## src/rtl/credit_link_pkg.sv

```systemverilog
package credit_link_pkg;
  // Bits needed to hold values 0..n inclusive.
  function automatic int cnt_bits(input int n);
    return (n < 1) ? 1 : $clog2(n + 1);
  endfunction
  // Bits needed to index n slots.
  function automatic int idx_bits(input int n);
    return (n < 2) ? 1 : $clog2(n);
  endfunction
endpackage

```

## src/rtl/credit_sender.sv

```systemverilog
module credit_sender
  import credit_link_pkg::*;
#(
  parameter int DEPTH = 3,
  localparam int CW = cnt_bits(DEPTH)
) (
  input  logic          clk,
  input  logic          rst_n,
  input  logic          src_valid,
  input  logic          cr_arrive,
  output logic          src_ready,
  output logic          send,
  output logic [CW-1:0] credits
);
  logic [CW-1:0] credits_nx;
  logic          credits_en;

  always_comb begin
    src_ready  = (credits != '0) || cr_arrive;
    send       = src_valid && src_ready;
    credits_en = send ^ cr_arrive;
    credits_nx = credits;
    if (cr_arrive && !send)      credits_nx = credits + CW'(1);
    else if (send && !cr_arrive) credits_nx = credits - CW'(1);
  end

  always_ff @(posedge clk or negedge rst_n) begin
    if (!rst_n)          credits <= CW'(DEPTH);
    else if (credits_en) credits <= credits_nx;
  end
endmodule

```

## src/rtl/credit_fifo.sv

```systemverilog
module credit_fifo
  import credit_link_pkg::*;
#(
  parameter int DATA_W = 8,
  parameter int DEPTH  = 3,
  localparam int PW = idx_bits(DEPTH),
  localparam int CW = cnt_bits(DEPTH)
) (
  input  logic              clk,
  input  logic              rst_n,
  input  logic              push,
  input  logic [DATA_W-1:0] push_data,
  input  logic              snk_ready,
  output logic              snk_valid,
  output logic [DATA_W-1:0] snk_data,
  output logic              pop,
  output logic              full,
  output logic [CW-1:0]     count
);
  logic [DATA_W-1:0] mem [DEPTH];
  logic [PW-1:0]     wr_ptr, rd_ptr, wr_nx, rd_nx;
  logic [CW-1:0]     count_nx;

  always_comb begin
    snk_valid = (count != '0);
    full      = (count == CW'(DEPTH));
    pop       = snk_valid && snk_ready;
    snk_data  = mem[rd_ptr];
    wr_nx     = (wr_ptr == PW'(DEPTH - 1)) ? '0 : wr_ptr + PW'(1);
    rd_nx     = (rd_ptr == PW'(DEPTH - 1)) ? '0 : rd_ptr + PW'(1);
    count_nx  = count;
    if (push && !pop)      count_nx = count + CW'(1);
    else if (pop && !push) count_nx = count - CW'(1);
  end

  for (genvar i = 0; i < DEPTH; i++) begin : g_slot
    always_ff @(posedge clk) begin
      if (push && (wr_ptr == PW'(i))) mem[i] <= push_data;
    end
  end

  always_ff @(posedge clk or negedge rst_n) begin
    if (!rst_n) begin
      wr_ptr <= '0;
      rd_ptr <= '0;
      count  <= '0;
    end else begin
      if (push)        wr_ptr <= wr_nx;
      if (pop)         rd_ptr <= rd_nx;
      if (push ^ pop)  count  <= count_nx;
    end
  end
endmodule

```

## src/rtl/credit_return.sv

```systemverilog
module credit_return (
  input  logic clk,
  input  logic rst_n,
  input  logic cr_pulse,
  output logic cr_arrive
);
  always_ff @(posedge clk or negedge rst_n) begin
    if (!rst_n) cr_arrive <= 1'b0;
    else        cr_arrive <= cr_pulse;
  end
endmodule

```

## src/rtl/credit_link.sv

```systemverilog
module credit_link
  import credit_link_pkg::*;
#(
  parameter int DATA_W = 8,
  parameter int DEPTH  = 3
) (
  input  logic              clk,
  input  logic              rst_n,
  input  logic              src_valid,
  input  logic [DATA_W-1:0] src_data,
  output logic              src_ready,
  output logic              snk_valid,
  output logic [DATA_W-1:0] snk_data,
  input  logic              snk_ready
);
  localparam int CW = cnt_bits(DEPTH);

  logic          send, cr_pulse, cr_arrive, full;
  logic [CW-1:0] credits, count;

  credit_sender #(.DEPTH(DEPTH)) u_snd (
    .clk(clk), .rst_n(rst_n), .src_valid(src_valid), .cr_arrive(cr_arrive),
    .src_ready(src_ready), .send(send), .credits(credits)
  );

  credit_fifo #(.DATA_W(DATA_W), .DEPTH(DEPTH)) u_rx (
    .clk(clk), .rst_n(rst_n), .push(send), .push_data(src_data),
    .snk_ready(snk_ready), .snk_valid(snk_valid), .snk_data(snk_data),
    .pop(cr_pulse), .full(full), .count(count)
  );

  credit_return u_ret (
    .clk(clk), .rst_n(rst_n), .cr_pulse(cr_pulse), .cr_arrive(cr_arrive)
  );
endmodule

```

## config.mk

```make
export PLATFORM = sky130hd
export DESIGN_NAME = credit_link
export DESIGN_NICKNAME = d
export VERILOG_FILES = /design/src/rtl/credit_link_pkg.sv /design/src/rtl/credit_sender.sv /design/src/rtl/credit_fifo.sv /design/src/rtl/credit_return.sv /design/src/rtl/credit_link.sv
export SDC_FILE = /design/constraint.sdc
export NUM_CORES = 1
export LEC_CHECK = 0
export CORE_ASPECT_RATIO = 1.25
export CORE_MARGIN = 2
export CORE_UTILIZATION = 33
export DETAILED_ROUTE_END_ITERATION = 10
export PLACE_DENSITY = 0.54
export SLEW_MARGIN = 15
export SYNTH_ARGS = -nofsm -noshare
export SYNTH_HDL_FRONTEND = slang
export SYNTH_HIERARCHICAL = 1
export SYNTH_SLANG_ARGS = --single-unit
```

## constraint.sdc

```tcl
create_clock -name clk -period 2.8 [get_ports clk]
set_input_delay 0.28 -clock clk [delete_from_list [all_inputs] [get_ports clk]]
set_output_delay 0.28 -clock clk [all_outputs]
set_load 0.005 [all_outputs]
```

# == Word-level counts from Yosys, hierarchy flattened ==
# Memory sizes are Yosys's and may differ from the RTL's.
# Index checks and enable logic that the tools add are counted.
# totals
regBits,9
latch_bits,0
mem_bits_rw,24
mem_bits_ro,0
input_bits,12
out_inout_bits,10
elab_cells,57
mem_count,1
# classes
addsub,6
mul,0
div_mod_pow,0
order_cmp,0
n_eq_ne,3
shift,0
mux,18
bitwise,2
n_reduce_logical,22
# memory_table
memory,words,word_bits,read_ports,rd_ports_with_merged_regs,wr,line,text
u_rx.mem,3,8,1,0,1,credit_fifo.sv:20,logic [DATA_W-1:0] mem [DEPTH];
# ops
cell,count
$mux 2,8
$mux 8,2
$reduce_or 8->1,2
$logic_and 1x1->1,9
$add 2x1->2 const B,4
$mux 1,8
$reduce_bool 2->1,4
$eq 2x2->1 const B,2
$reduce_and 2->1,2
$sub 2x1->2 const B,2
$logic_not 1->1,3
$eq 2x1->1 const B,1
$logic_not 2->1,1
$xor 1x1->1,2
$logic_or 1x1->1,1

# == Depth between registers and ports, before layout ==
# depth
ltp_word,9
mapped_depth,6
depth_no_buf,6

# == Modules after synthesis ==
# The synthesis kept the hierarchy.
# modules_own_cells
mod,instances,cells_per_inst,area_each_um2,seq_area_each_um2
credit_fifo,1,78,1181.1,870.8
credit_sender,1,14,132.6,52.6
credit_return,1,1,25.0,25.0

# == Least setup slack after synthesis ==
# Ideal clock, no wire load.
# synth_path
path_kind,reg2reg
from,register u_snd.credits[0]
to,memory u_rx.mem[2][0] (enable)
arrival_ps,1536
setup_slack_ps,879
path_stages_with_launch,5
path_buffers,0
path_cell_list,dfstp_2 > or3_4 > and2_4 > inv_1 > nor3b_1
# synth_between
elab_chain_cells,9
elab_cells_between_ends,18
classes_between,mux: 10; reduce/logical: 8
# synth_rtl
item,line,text
start: declaration,credit_sender.sv:13,output logic [CW-1:0] credits
start signal: assignment,credit_sender.sv:28,if (!rst_n) credits <= CW'(DEPTH);
start signal: assignment,credit_sender.sv:29,else if (credits_en) credits <= credits_nx;
$reduce_bool 2->1 (*),credit_sender.sv:19,src_ready = (credits != '0) || cr_arrive;
$logic_or 1x1->1 (*),credit_sender.sv:19,
net src_ready,credit_link.sv:11,"output logic src_ready,"
$logic_and 1x1->1 (*),credit_sender.sv:20,send = src_valid && src_ready;
net send,credit_link.sv:18,"logic send, cr_pulse, cr_arrive, full;"
$logic_and 1x1->1,credit_fifo.sv:38,if (push && (wr_ptr == PW'(i))) mem[i] <= push_data;
$mux 1,credit_fifo.sv:38,
$mux 1 (not written as such),credit_fifo.sv:38,
$reduce_or 8->1 (no source line),--,
$mux 2 (no source line) / $mux 1 (equally long branches) (2 in series),--,
end: declaration,credit_fifo.sv:20,
# The timed path passes the listed nets; every way through them passes the cells marked *.

# == Final worst setup path ==
# layout_path
from,register u_rx.rd_ptr[0]
to,output snk_data[6]
# layout_between
elab_chain_cells,1
# layout_rtl
item,line,text
start: declaration,credit_fifo.sv:21,"logic [PW-1:0] wr_ptr, rd_ptr, wr_nx, rd_nx;"
start signal: assignment,credit_fifo.sv:49,if (pop) rd_ptr <= rd_nx;
$mem_v2 3x8,--,
end: declaration,credit_link.sv:13,"output logic [DATA_W-1:0] snk_data,"
# Every way passes these cells.

==> reports/qor.csv <==
metric;value;unit
CTS tree;yes;
Max FO, Critical Path;11;
minimum clock period;2.07;ns
Setup TNS Final;0;ns
core area;3820;um2
HP Class;in2async;
Arrival @ worst endpoint;1.79;ns
Syn Nets;105;
Global Route met1 Usage;10.3;%
Setup crit start kind;flip-flop;
site row count;25;
GPL Wtd Cong;0.630;
# DRC;0;
FMAX;483;MHz
Clk Latency, worst-skew pair;0.28;ns
busiest grt layer;met2;
count of pins over their slew limit;0;
Initial Util;34.9;%
fraction of layout cells with a size suffix above 1;13.2;%
sequential cell area;948;um2
RSZ-0062 raised after global routing;no;
syn avg cell area;14.5;um2
Final Hold Vio Count;0;
Cell Area, Synth;1330;um2
CTS root buf;clkbuf_8;
Buffers on Ports;21;
final wirelength;2130;um
Die H;75.0;um
Pleak;0.635;nW
Slew @ Worst Pin;0.721;ns
Total Power;0.000965;W
Max H-tree Level;2;
largest net degree at the start of global routing;20;
Final nets;133;
initial antenna violation count;0;
Multi-input gate area;352;um2
die area;4560;um2
Rel. slew slack;51.8;%
Finish-stage setup viols;0;
status;finished clean;
non-filler cells, final;175;
Fin Clk Skew;0.00279;ns
IO Pins;22;
DR pass1 iterations;4;
Synth Warn #;6;
Overall Global Routing Usage;10.6;%
CTS sink cnt;33;
maxcap violations;0;
Die Wd;60.8;um
CTS Buf Count;5;
grt total ovfl;0;
endpoint class of the critical path;output port;
maximum vdd drop;0.319;mV
Reg-to-Reg Start;u_snd/credits[0]$_DFFE_PN1P_;
placed cells;167;
vias per inst;4.38;
Worst Setup SP;u_rx/rd_ptr[0]$_DFFE_PN0P_;
post-CTS resize count;0;
clock-pin slew on the worst setup and hold paths;0.06;ns
Filler Cells Inserted;374;
Vias;767;
fin crit share;74.0;%
Starting DRT DRC Count;27;
global-route wire length before repair;3270;um
post-cts hold buffer count;0;
antenna fix cells;0;
power per standard cell area;563;nW/um2
Wirelength per Cell;12.2;um
vias in the first global route;735;
post-route ant nets;0;
Post-Syn Instances;92;
kind of critical path;reg2out;
CP Data Required Time;2.52;ns
GR Util met3;4.64;%
CTS Buffer Depth;2;
met2 Usage GRT;18.0;%
setup bufs post-CTS;0;
area grow syn2layout;28.8;%
HPWL after DPL;1550;um
critical path: stages, from the launching register on:
cell	delay [ns]
dfrtp_1	0.68
mux2i_1	0.30
o21ai_1	0.07
clkdlybuf4s50_1	0.46
layer usage:
layer / routed length (um) / vias up
li1: - / 388
met1: 858 / 358
met2: 1090 / 16
met3: 125 / 5
met4: 53 / 0
met5: 0 / -
metrics by stage:
step / setup WS, ns / instance area [um2] / util, % / hold WS (ns)
6_report: 0.729 / 1710 / 44.9 / 0.302
5_1_grt: 0.608 / 1710 / 44.9 / 0.329
4_1_cts: 0.670 / 1710 / 44.9 / 0.312
3_5_place_dp: 0.789 / 1610 / 42.1 / 0.502
3_3_place_gp: 0.850 / 1610 / 42.1 / 0.492
2_1_floorplan: 0.879 / 1330 / - / -0.0156
layout make-up:
cell class	count	area share [%]
clock buffers	6	4.23
clock inverters	2	1.97
inverters	2	0.438
multi-input cells	54	20.5
flip-flops and latches	33	55.3
well taps	54	3.94
repair buffers	24	13.6
state kept, by name (all words and copies together) (netlist names):
register / count
u_rx/rd_ptr: 2
u_ret/cr_arrive: 1
u_rx/mem: 24
u_snd/credits: 2
u_rx/wr_ptr: 2
u_rx/count: 2
worst paths after layout:
| kind | to | slack, ns | cells after the start |
|---|---|---|---|
| max | snk_data[6] | 0.73 | 3 |
| min | u_rx/count[1]$_DFFE_PN0P_ | 0.30 | 1 |
| max reg2reg | u_rx/mem[0][7]$_DFFE_PP_ | 0.95 | 5 |
| min reg2reg | u_rx/count[1]$_DFFE_PN0P_ | 0.51 | 1 |
| max in group asynchronous | u_snd/credits[1]$_DFFE_PN1P_ | 2.17 | 1 |
| min in group clk | u_rx/count[1]$_DFFE_PN0P_ | 0.51 | 1 |
where the power goes:
group | switching [W] | internal, W
sequential | 0 | 0.000525
combinational | 0.00000866 | 0.0000145
clock | 0.000154 | 0.000262
placed cells by master, fill, tap and decap left out, types with 2 or more instances in the layout:
cell type / instances
edfxtp_1: 24
inv_1: 2
dfrtp_1: 7
nand2_1: 12
buf_4: 3
clkbuf_8: 5
nor2b_1: 2
mux2i_1: 9
nor2_1: 3
o21ai_1: 7
xor2_1: 2
clkdlybuf4s50_1: 21
a21oi_1: 2
a21o_1: 3
nor3_1: 2
o21ai_2: 2
dfstp_2: 2
Power figures use the tool's default switching activity.
